<file path="src/rtl/lic_pkg.sv">
// Package: shared constants and command encoding for the priority
// interrupt controller. Assumes one status word slot pair per level.
package lic_pkg;

    // Width of a device description byte and of the status-word mask byte.
    localparam int unsigned DESC_W = 8;

    // Width of a status word instruction address.
    localparam int unsigned IA_W = 24;

    // Command modes, encoded as {mask bit, cancel bit}.
    typedef enum logic [1:0] {
        CMD_DISABLE   = 2'b00,
        CMD_CANCEL    = 2'b01,
        CMD_ENABLE    = 2'b10,
        CMD_CANCEL_EN = 2'b11
    } cmd_mode_e;

endpackage

</file>
<file path="src/rtl/lic_arbiter.sv">
// Fixed-priority finder: reports whether any candidate is set, the lowest
// set index, and a one-hot grant. Purely combinational.
module lic_arbiter #(
    parameter  int unsigned N  = 32,
    localparam int unsigned IW = $clog2(N)
) (
    input  logic [N-1:0]  cand_i,
    output logic          hit_o,
    output logic [IW-1:0] idx_o,
    output logic [N-1:0]  grant_o
);

    // Scan from least to most urgent so the lowest index is the last write.
    always_comb begin
        hit_o = 1'b0;
        idx_o = '0;
        for (int k = N - 1; k >= 0; k--) begin
            if (cand_i[k]) begin
                hit_o = 1'b1;
                idx_o = IW'(k);
            end
        end
    end

    // Expand the winning index into a one-hot grant vector.
    for (genvar g = 0; g < N; g++) begin : g_grant
        assign grant_o[g] = hit_o && (idx_o == IW'(g));
    end

endmodule

</file>
<file path="src/rtl/lic_pend_bank.sv">
// Pending-request bank: one pending flag and one description register per
// level. A new request wins over a cancel or take in the same cycle.
module lic_pend_bank #(
    parameter int unsigned N      = 32,
    parameter int unsigned DESC_W = lic_pkg::DESC_W
) (
    input  logic              clk,
    input  logic              rst_n,
    input  logic [N-1:0]      req_i,
    input  logic [N*DESC_W-1:0] desc_i,
    input  logic [N-1:0]      cancel_i,
    input  logic [N-1:0]      take_i,
    output logic [N-1:0]      pend_o,
    output logic [N*DESC_W-1:0] desc_o
);

    for (genvar g = 0; g < N; g++) begin : g_lvl
        // Pending flag: set by request, cleared by cancel or acceptance.
        always_ff @(posedge clk) begin
            if (!rst_n) begin
                pend_o[g] <= 1'b0;
            end else if (req_i[g]) begin
                pend_o[g] <= 1'b1;
            end else if (cancel_i[g] || take_i[g]) begin
                pend_o[g] <= 1'b0;
            end
        end

        // Description byte: latched with every request on this level.
        always_ff @(posedge clk) begin
            if (!rst_n) begin
                desc_o[g*DESC_W +: DESC_W] <= '0;
            end else if (req_i[g]) begin
                desc_o[g*DESC_W +: DESC_W] <= desc_i[g*DESC_W +: DESC_W];
            end
        end
    end

endmodule

</file>
<file path="src/rtl/lic_mask_reg.sv">
// Enable mask and command decoder. Operand bit N-1-k tags level k. Produces
// a level-indexed enable vector and a level-indexed cancel strobe.
module lic_mask_reg #(
    parameter int unsigned N = 32
) (
    input  logic                clk,
    input  logic                rst_n,
    input  logic                cmd_valid_i,
    input  lic_pkg::cmd_mode_e  cmd_mode_i,
    input  logic [N-1:0]        cmd_opnd_i,
    output logic [N-1:0]        en_o,
    output logic [N-1:0]        mask_o,
    output logic [N-1:0]        cancel_o
);

    logic [N-1:0] tag;

    // Map operand order (level 0 at the top bit) onto level order.
    for (genvar g = 0; g < N; g++) begin : g_map
        assign tag[g]    = cmd_opnd_i[N-1-g];
        assign mask_o[g] = en_o[N-1-g];
    end

    // Enable register update per command mode.
    always_ff @(posedge clk) begin
        if (!rst_n) begin
            en_o <= '0;
        end else if (cmd_valid_i) begin
            case (cmd_mode_i)
                lic_pkg::CMD_ENABLE:    en_o <= en_o | tag;
                lic_pkg::CMD_DISABLE:   en_o <= en_o & tag;
                lic_pkg::CMD_CANCEL_EN: en_o <= en_o | tag;
                default:                en_o <= en_o;
            endcase
        end
    end

    // Cancel strobe: active for both modes that carry the cancel bit.
    always_comb begin
        cancel_o = '0;
        if (cmd_valid_i && cmd_mode_i[0]) begin
            cancel_o = tag;
        end
    end

endmodule

</file>
<file path="src/rtl/lic_service.sv">
// In-service record: one bit per level. The most urgent set bit is the
// current level; exit clears it. Also gives the set of levels above it.
module lic_service #(
    parameter  int unsigned N  = 32,
    localparam int unsigned IW = $clog2(N)
) (
    input  logic          clk,
    input  logic          rst_n,
    input  logic [N-1:0]  take_i,
    input  logic          exit_i,
    output logic          cur_valid_o,
    output logic [IW-1:0] cur_idx_o,
    output logic [N-1:0]  above_o
);

    logic [N-1:0] isv_q;
    logic [N-1:0] cur_oh;

    lic_arbiter #(.N(N)) u_cur (
        .cand_i  (isv_q),
        .hit_o   (cur_valid_o),
        .idx_o   (cur_idx_o),
        .grant_o (cur_oh)
    );

    // Retire the current level on exit, record newly accepted levels.
    always_ff @(posedge clk) begin
        if (!rst_n) begin
            isv_q <= '0;
        end else begin
            isv_q <= (isv_q & ~({N{exit_i}} & cur_oh)) | take_i;
        end
    end

    // Levels strictly more urgent than the current one (all when idle).
    for (genvar g = 0; g < N; g++) begin : g_above
        assign above_o[g] = !cur_valid_o || (IW'(g) < cur_idx_o);
    end

endmodule

</file>
<file path="src/rtl/lvl_irq_ctrl.sv">
// Top of the priority interrupt controller. Combines pending, mask and
// in-service state, arbitrates combinationally, and registers a one-cycle
// acceptance with level, slot addresses and description. Assumes the core
// presents the fetched status word's mask byte and address while irq_o is high.
module lvl_irq_ctrl #(
    parameter  int unsigned LEVELS     = 32,
    parameter  int unsigned ADDR_W     = 24,
    parameter  int unsigned SLOT_BASE  = 'h800,
    parameter  int unsigned SLOT_BYTES = 16,
    parameter  int unsigned NEW_OFS    = 8,
    localparam int unsigned LVL_W      = $clog2(LEVELS),
    localparam int unsigned DESC_W     = lic_pkg::DESC_W,
    localparam int unsigned IA_W       = lic_pkg::IA_W
) (
    input  logic                     clk,
    input  logic                     rst_n,
    input  logic [LEVELS-1:0]        req_i,
    input  logic [LEVELS*DESC_W-1:0] desc_i,
    input  logic                     cmd_valid_i,
    input  logic [1:0]               cmd_mode_i,
    input  logic [LEVELS-1:0]        cmd_opnd_i,
    input  logic                     exit_i,
    input  logic [DESC_W-1:0]        nsw_mask_i,
    input  logic [IA_W-1:0]          nsw_ia_i,
    output logic                     irq_o,
    output logic [LVL_W-1:0]         irq_lvl_o,
    output logic [ADDR_W-1:0]        old_sw_addr_o,
    output logic [ADDR_W-1:0]        new_sw_addr_o,
    output logic [DESC_W-1:0]        irq_desc_o,
    output logic [IA_W-1:0]          handler_addr_o,
    output logic                     cur_valid_o,
    output logic [LVL_W-1:0]         cur_lvl_o,
    output logic [LEVELS-1:0]        mask_o,
    output logic [LEVELS-1:0]        pending_o
);

    localparam int unsigned SLOT_SH = $clog2(SLOT_BYTES);
    localparam logic [IA_W-1:0] IDX_FIELD = IA_W'({DESC_W{1'b1}}) << 2;

    logic [LEVELS-1:0]        pend;
    logic [LEVELS-1:0]        en;
    logic [LEVELS-1:0]        cancel;
    logic [LEVELS-1:0]        above;
    logic [LEVELS-1:0]        elig;
    logic [LEVELS-1:0]        take;
    logic [LEVELS*DESC_W-1:0] desc_all;
    logic                     win_hit;
    logic [LVL_W-1:0]         win_idx;
    logic                     irq_q;
    logic [LVL_W-1:0]         lvl_q;
    logic [DESC_W-1:0]        desc_q;

    lic_pend_bank #(.N(LEVELS), .DESC_W(DESC_W)) u_pend (
        .clk      (clk),
        .rst_n    (rst_n),
        .req_i    (req_i),
        .desc_i   (desc_i),
        .cancel_i (cancel),
        .take_i   (take),
        .pend_o   (pend),
        .desc_o   (desc_all)
    );

    lic_mask_reg #(.N(LEVELS)) u_mask (
        .clk         (clk),
        .rst_n       (rst_n),
        .cmd_valid_i (cmd_valid_i),
        .cmd_mode_i  (lic_pkg::cmd_mode_e'(cmd_mode_i)),
        .cmd_opnd_i  (cmd_opnd_i),
        .en_o        (en),
        .mask_o      (mask_o),
        .cancel_o    (cancel)
    );

    lic_service #(.N(LEVELS)) u_svc (
        .clk         (clk),
        .rst_n       (rst_n),
        .take_i      (take),
        .exit_i      (exit_i),
        .cur_valid_o (cur_valid_o),
        .cur_idx_o   (cur_lvl_o),
        .above_o     (above)
    );

    // Eligible set: pending, enabled and more urgent than the current level.
    assign elig = pend & en & above;

    lic_arbiter #(.N(LEVELS)) u_arb (
        .cand_i  (elig),
        .hit_o   (win_hit),
        .idx_o   (win_idx),
        .grant_o (take)
    );

    // Register the acceptance pulse together with its level and description.
    always_ff @(posedge clk) begin
        if (!rst_n) begin
            irq_q  <= 1'b0;
            lvl_q  <= '0;
            desc_q <= '0;
        end else begin
            irq_q <= win_hit;
            if (win_hit) begin
                lvl_q  <= win_idx;
                desc_q <= desc_all[win_idx*DESC_W +: DESC_W];
            end
        end
    end

    // Present pending flags in operand order (level 0 at the top bit).
    for (genvar g = 0; g < LEVELS; g++) begin : g_pend_out
        assign pending_o[g] = pend[LEVELS-1-g];
    end

    assign irq_o         = irq_q;
    assign irq_lvl_o     = lvl_q;
    assign irq_desc_o    = desc_q;
    assign old_sw_addr_o = ADDR_W'(SLOT_BASE) + (ADDR_W'(lvl_q) << SLOT_SH);
    assign new_sw_addr_o = old_sw_addr_o + ADDR_W'(NEW_OFS);

    // Handler address: index field replaced by mask byte XOR description.
    assign handler_addr_o = (nsw_ia_i & ~IDX_FIELD)
                          | (IA_W'(nsw_mask_i ^ desc_q) << 2);

endmodule

</file>
<file path="config.mk">
export PLATFORM = sky130hd
export DESIGN_NAME = lvl_irq_ctrl
export DESIGN_NICKNAME = d
export VERILOG_FILES = /design/src/rtl/lic_pkg.sv /design/src/rtl/lic_arbiter.sv /design/src/rtl/lic_pend_bank.sv /design/src/rtl/lic_mask_reg.sv /design/src/rtl/lic_service.sv /design/src/rtl/lvl_irq_ctrl.sv
export SDC_FILE = /design/constraint.sdc
export NUM_CORES = 1
export LEC_CHECK = 0
export BUFFER_PORTS_ARGS = -buffer_cell sky130_fd_sc_hd__buf_4
export CORE_MARGIN = 5
export CORE_UTILIZATION = 40
export DETAILED_ROUTE_END_ITERATION = 6
export RECOVER_POWER = 25
export SYNTH_ARGS = -nofsm -noshare
export SYNTH_HDL_FRONTEND = slang
export SYNTH_HIERARCHICAL = 1
export SYNTH_SLANG_ARGS = --single-unit
export TNS_END_PERCENT = 100
</file>
<file path="constraint.sdc">
create_clock -name clk -period 6.7 [get_ports clk]
set_input_delay 1.005 -clock clk [delete_from_list [all_inputs] [get_ports clk]]
set_output_delay 1.005 -clock clk [all_outputs]
set_load 0.03 [all_outputs]
</file>
---- Word level (Yosys, flattened, before mapping) ----
Cells that the tools add are included.
word-level totals
  output and inout bits ................... 156
  register bits ........................... 366
operators by class
  muxes and demuxes ....................... 194
  bitwise operators ....................... 10
  $add $sub $neg .......................... 2
  $lt $le $gt $ge ......................... 32
  shift-type cells ........................ 1
  eq/ne operators ......................... 64
  reduce and logical (&&, ||, !) cells .... 168
operators with widths
  cell                                                                 count
  5-bit two-way mux                                                    64
  256-bit by 9-bit variable part select with 8-bit output              1
  32-bit bitwise AND                                                   5
  5-bit == test, second input constant                                 32
  1-bit two-way mux                                                    128
  5-bit by 4-bit == test with 1-bit output, second input constant      16
  5-bit < comparator, first input constant                             16
  2-bit nonzero test                                                   33
  1-bit logical AND                                                    65
  1-bit logical OR                                                     64
  32-bit bitwise OR                                                    2
  32-bit one-hot mux with 2 select lines                               1
  5-bit by 3-bit == test with 1-bit output, second input constant      8
  4-bit by 5-bit < comparator with 1-bit output, first input constant  8
  32-bit two-way mux                                                   1
  32-bit NOT                                                           1
  24-bit by 10-bit bitwise OR with 24-bit output                       1
  5-bit by 2-bit == test with 1-bit output, second input constant      4
  3-bit by 5-bit < comparator with 1-bit output, first input constant  4
  13-bit by 4-bit adder with 14-bit output, second input constant      1
  12-bit by 9-bit adder with 13-bit output, first input constant       1
  5-bit by 1-bit == test with 1-bit output, second input constant      2
  5-bit logical NOT                                                    2
  1-bit by 5-bit < comparator with 1-bit output, first input constant  2
  other kinds (7)                                                      9

---- Depth between registers and ports, before layout ----
  depth in word-level cells ............... 72
  gate-level depth with buffers ........... 25
  depth with buffers taken out ............ 19

---- By module ----
Netlist, hierarchy kept.
by module, submodules not included
  module         instances  area an instance (um2)  cells an instance
  lic_pend_bank  1          12418.2                 928
  lvl_irq_ctrl   1          3385.7                  335
  lic_mask_reg   1          2070.7                  249
  lic_service    1          1457.6                  162
  lic_arbiter    2          664.4                   120

---- Worst setup path before layout ----
Ideal clock, no wire load.
  path kind ............................... reg2reg
  from .................................... reg u_svc.isv_q[19]
  to ...................................... reg desc_q[2], in the netlist irq_desc_o[2]
  buffers on the path ..................... 3
  stages on the path, launching flop included .. 21
  required time ........................... 6.575 ns
  data arrival time ....................... 5.693 ns
  setup time .............................. 0.125 ns
  slack ................................... 0.882 ns
  path through ............................ dfxtp_1 -> or4_2 -> nor2b_1 -> nand2b_1 -> a21boi_0 -> buf_2 -> nand2_2 -> o21ai_1 -> and3_1 -> nor2_1 -> a2111oi_0 -> o211ai_1 -> a211oi_1 -> nor2_1 -> clkbuf_1 -> nor2_1 -> buf_2 -> mux4_1 -> a22oi_1 -> a21oi_1 -> o41a_1
between the ends
  elaborated cells between the ends (all ways) .. 171
  those cells by class .................... order compare: 32; shift: 1; mux: 104; bitwise: 1; reduce/logical: 33
RTL lines
  element                                                  RTL line             source
  start: declaration                                       lic_service.sv:16    logic [N-1:0] isv_q;
  start signal: assignment                                 lic_service.sv:31    isv_q <= (isv_q & ~({N{exit_i}} & cur_oh)) | take_i;
  5-bit two-way mux (20 in a row)                          lic_arbiter.sv:18    if (cand_i[k]) begin
  named net cur_lvl_o[3]                                   lvl_irq_ctrl.sv:32   output logic [LVL_W-1:0] cur_lvl_o,
  5-bit < comparator                                       lic_service.sv:37    assign above_o[g] = !cur_valid_o || (IW'(g) < cur_idx_o);
  1-bit logical OR                                         lic_service.sv:37
  named net above[29]                                      lvl_irq_ctrl.sv:43   logic [LEVELS-1:0] above;
  32-bit bitwise AND                                       lvl_irq_ctrl.sv:86   assign elig = pend & en & above;
  named net elig[29]                                       lvl_irq_ctrl.sv:44   logic [LEVELS-1:0] elig;
  5-bit two-way mux (30 in a row)                          lic_arbiter.sv:18
  named net win_idx[0]                                     lvl_irq_ctrl.sv:48   logic [LVL_W-1:0] win_idx;
  256-bit by 9-bit variable part select with 8-bit output  lvl_irq_ctrl.sv:105  desc_q <= desc_all[win_idx*DESC_W +: DESC_W];
  end signal: assignment                                   lvl_irq_ctrl.sv:105
  end: declaration                                         lvl_irq_ctrl.sv:51   logic [DESC_W-1:0] desc_q;
The timed path passes the listed nets, and every way through them passes these cells.
A chain may end at the register's enable or synchronous reset.

---- Final worst setup path ----
  from .................................... reg u_svc.isv_q[19]
  to ...................................... reg desc_q[6], in the netlist irq_desc_o[6]
between the ends
  elaborated cells between the ends (all ways) .. 171
  those cells by class .................... order compare: 32; shift: 1; mux: 104; bitwise: 1; reduce/logical: 33
RTL lines
  element                                                                      RTL line
  5-bit two-way mux / 1-bit two-way mux (equally long branches) (20 in a row)  lic_arbiter.sv:18
  5-bit < comparator / 1-bit logical NOT (equally long branches)               lic_service.sv:37
  1-bit logical OR *                                                           lic_service.sv:37
  named net above[29]                                                          lvl_irq_ctrl.sv:43
  32-bit bitwise AND *                                                         lvl_irq_ctrl.sv:86
  named net elig[29]                                                           lvl_irq_ctrl.sv:44
  5-bit two-way mux * (30 in a row)                                            lic_arbiter.sv:18
  named net win_idx[0]                                                         lvl_irq_ctrl.sv:48
  256-bit by 9-bit variable part select with 8-bit output *                    lvl_irq_ctrl.sv:105
Mark *: on every way through the listed nets, which the timed path passes. The rest lies on a longest branch.

==> results.json <==
{
  "status": "complete, but fails checks",
  "violations": "capacitance limit, slew limit",
  "power.leakage_nw": 10.77,
  "routed_wl_microns": 71300,
  "fin_crit_sh": 0.9503,
  "grt.total_usage": 0.2401,
  "area_delta_synth_final_pct": 18.66,
  "synth_warnings": 6,
  "ff2ff_setup_slack_ps": 330,
  "crit_fanout": 70,
  "maxCapViolCount": 2,
  "avgRoutedWirePerCell_microns": 24.15,
  "fin_crit_ps": 6367,
  "cts_sinks": 366,
  "synth-main-ff-cell": "dfxtp_1",
  "mostFrequentLayoutCells": "432 x buf_4, 366 x dfxtp_1, 302 x mux2i_1",
  "cp.arrival_ps": 6820,
  "async_flop_share": 0,
  "via_per_inst": 5.320,
  "fmax_mhz": 157.1,
  "fin_skew_ps": 20.29,
  "htreeDepth": 2,
  "ant_nets": 0,
  "setup_viol": 0,
  "die_h_microns": 237.3,
  "crit_required_ps": 7150,
  "pin_count": 514,
  "cts_buffers": 42,
  "drive_above_1_share": 0.3380,
  "dieArea_sq_um": 56300,
  "cts_root_buf": "clkbuf_16",
  "yosys.area.top_type_share": 0.3546,
  "yosysTopAreaCell": "dfxtp_1",
  "grt_max_degree": 124,
  "worst_ir_drop_vdd_uv": 311.2,
  "worstSkewPairLatency_ps": 570,
  "place_congestion": 0.9482,
  "synth.ff_latch_count": 366,
  "globalRouteOverflowTotal": 0,
  "crit-reg2reg-launch": "u_svc/isv_q[19]$_SDFF_PN0_",
  "hold_viol": 0,
  "timing.rr.end": "irq_desc_o[6]$_SDFFE_PN0P_",
  "grt_pass1_vias": 16313,
  "synth_seq_area_share": 0.3546,
  "syn_area_per_cell_sq_um": 10.79,
  "worstSetupStartpointType": "flip-flop",
  "path_clk_slew_ps": 60,
  "synthCells": 1914,
  "utilization": 0.4788,
  "crit_start": "u_svc/isv_q[19]$_SDFF_PN0_",
  "dpl.hpwl_microns": 54050,
  "min-delay-start": "u_pend/desc_o[26]$_SDFFE_PN0P_",
  "tightest_slew_ps": 4274,
  "netlist_area_sq_um": 20660,
  "coreArea_sq_um": 51200,
  "start_util": 0.4036,
  "drc": 0,
  "synth_area_leaders": "dfxtp_1 35%, mux2i_1 15%, nor2b_4 13%",
  "portBuffers": 435,
  "nNetsFinal": 2589,
  "holdPathStages": 2,
  "grt_pass1_wl_microns": 104200,
  "placed_cells": 2867,
  "finalMaxSlewViolations": 207,
  "hold-path-endpoint": "u_pend/desc_o[26]$_SDFFE_PN0P_",
  "synth_edf_count": 0,
  "stdcell_count": 2952,
  "drt_iter0_drc": 860,
  "cts_tree": "yes",
  "yosysUniqueCellTypes": 59,
  "drt_pass1_iterations": 6,
  "whs_ps": 513.2,
  "min_path_type": "flip-flop to flip-flop",
  "final.setup.tns_ps": 0,
  "p_per_area_nw_per_um2": 399.4,
  "layout_commonest_cell": "buf_4",
  "critical_path_class": "flip-flop to flip-flop",
  "ff2ff_path_depth": 18,
  "antenna_found_initial": 10,
  "critPathCaptureType": "flip-flop",
  "rows": 83,
  "cts_buffer_depth": 3,
  "maxSlewHeadroom": -1.849,
  "die_w_microns": 237.3,
  "num_vias": 15705,
  "rsz0062_at_grt": "false"
}
## power breakdown
part / switching, W / total, W / internal [W] / leakage [nW]
Sequential: 0.000123 / 0.00246 / 0.00233 / 3.02
Clock: 0.000962 / 0.00241 / 0.00145 / 0.714
Combinational: 0.00303 / 0.00492 / 0.00189 / 7.04
## cells in the mapped netlist (8+ instances only)
| cell type | number |
|---|---|
| a211oi_2 | 30 |
| a21boi_1 | 32 |
| a21oi_1 | 58 |
| a22o_1 | 18 |
| a22oi_1 | 16 |
| and3_1 | 66 |
| buf_2 | 55 |
| buf_4 | 110 |
| buf_6 | 11 |
| buf_8 | 21 |
| clkbuf_1 | 24 |
| dfxtp_1 | 366 |
| inv_1 | 13 |
| mux2i_1 | 302 |
| mux4_1 | 8 |
| mux4_2 | 38 |
| nand2_1 | 29 |
| nand2b_1 | 11 |
| nand3_1 | 8 |
| nor2_1 | 98 |
| nor2b_1 | 96 |
| nor2b_4 | 190 |
| nor3_1 | 52 |
| nor3b_1 | 34 |
| nor4_1 | 12 |
| o21a_1 | 64 |
| o21ai_0 | 36 |
| o21ai_1 | 22 |
| o41a_1 | 8 |
| or4_1 | 10 |
| xor2_1 | 8 |
## cell families after synthesis
family	Yosys count	synth area share
AND/OR/NAND/NOR	629	0.2451
flip-flops	366	0.3546
multiplexers	348	0.1979
AO/OA/AOI/OAI	317	0.1139
buffers and inverters	244	0.08472
XOR/XNOR	8	0.003391
other	2	0.0003635
## registers in the layout, summed over array words and instances, names as in the netlist
signal         count
u_mask/en_o       32
u_svc/isv_q       32
irq_lvl_o          5
irq_o              1
irq_desc_o         8
u_pend/desc_o    256
u_pend/pend_o     32
## worst max-delay path, cell delays in order (launching register included)
cell and delay [ps]:
dfxtp_1 360, or4_2 730, nor2b_1 280, nand2b_1 120, a21boi_2 390, nand2_2 230, o21ai_1 300, and3_1 310
nor2_1 80, a2111oi_0 440, o211ai_1 280, a211oi_1 360, nor2_1 140, nor2_4 120, buf_12 390, mux4_2 670
a22oi_1 320, a21oi_1 180, o41a_1 340
## repair_timing
item                       4_1_cts  5_1_grt
hold buffers                     0        0
buffers inserted                 0        0
setup endpoints to repair        0        8
resized for setup                0        5
## metrics by stage
| step | worst slack [ps] | power [W] | area [sq um] |
|---|---|---|---|
| 2_1_floorplan | 881.5 | 0.005741 | 20800 |
| 3_3_place_gp | 129.4 | 0.007418 | 23520 |
| 3_5_place_dp | 81.91 | 0.007414 | 23520 |
| 4_1_cts | 50.30 | 0.009852 | 24960 |
| 5_1_grt | 184.5 | 0.01025 | 24510 |
| 6_report | 332.8 | 0.009792 | 24520 |
## how the worst max path moves through the flow
stage,end,slack [ps],depth (start not counted)
floorplan,irq_desc_o[2]$_SDFFE_PN0P_,880,20
global placement,irq_desc_o[6]$_SDFFE_PN0P_,130,20
detailed placement,irq_desc_o[6]$_SDFFE_PN0P_,80,20
CTS,irq_desc_o[6]$_SDFFE_PN0P_,50,20
global route,irq_desc_o[4]$_SDFFE_PN0P_,180,19
finish,irq_desc_o[6]$_SDFFE_PN0P_,330,18
## layout make-up
type | count | area [sq um]
diodes | 9 | 22.52
clock buffers | 59 | 1206
clock inverters | 17 | 232.7
fillers | 4874 | 26680
inverters | 15 | 56.30
multi-input cells | 1340 | 11410
flip-flops and latches | 366 | 7327
well taps | 680 | 850.8
repair buffers | 466 | 3411
## routing by layer
| metal | routed length [microns] | GRT usage | vias to the layer above |
|---|---|---|---|
| li1 | - | - | 7315 |
| met1 | 29440 | 0.2975 | 7744 |
| met2 | 35940 | 0.4228 | 525 |
| met3 | 3676 | 0.04374 | 117 |
| met4 | 2207 | 0.07959 | 4 |
| met5 | 28 | 0 | - |
No activity file was read; power rests on OpenSTA's default activity.
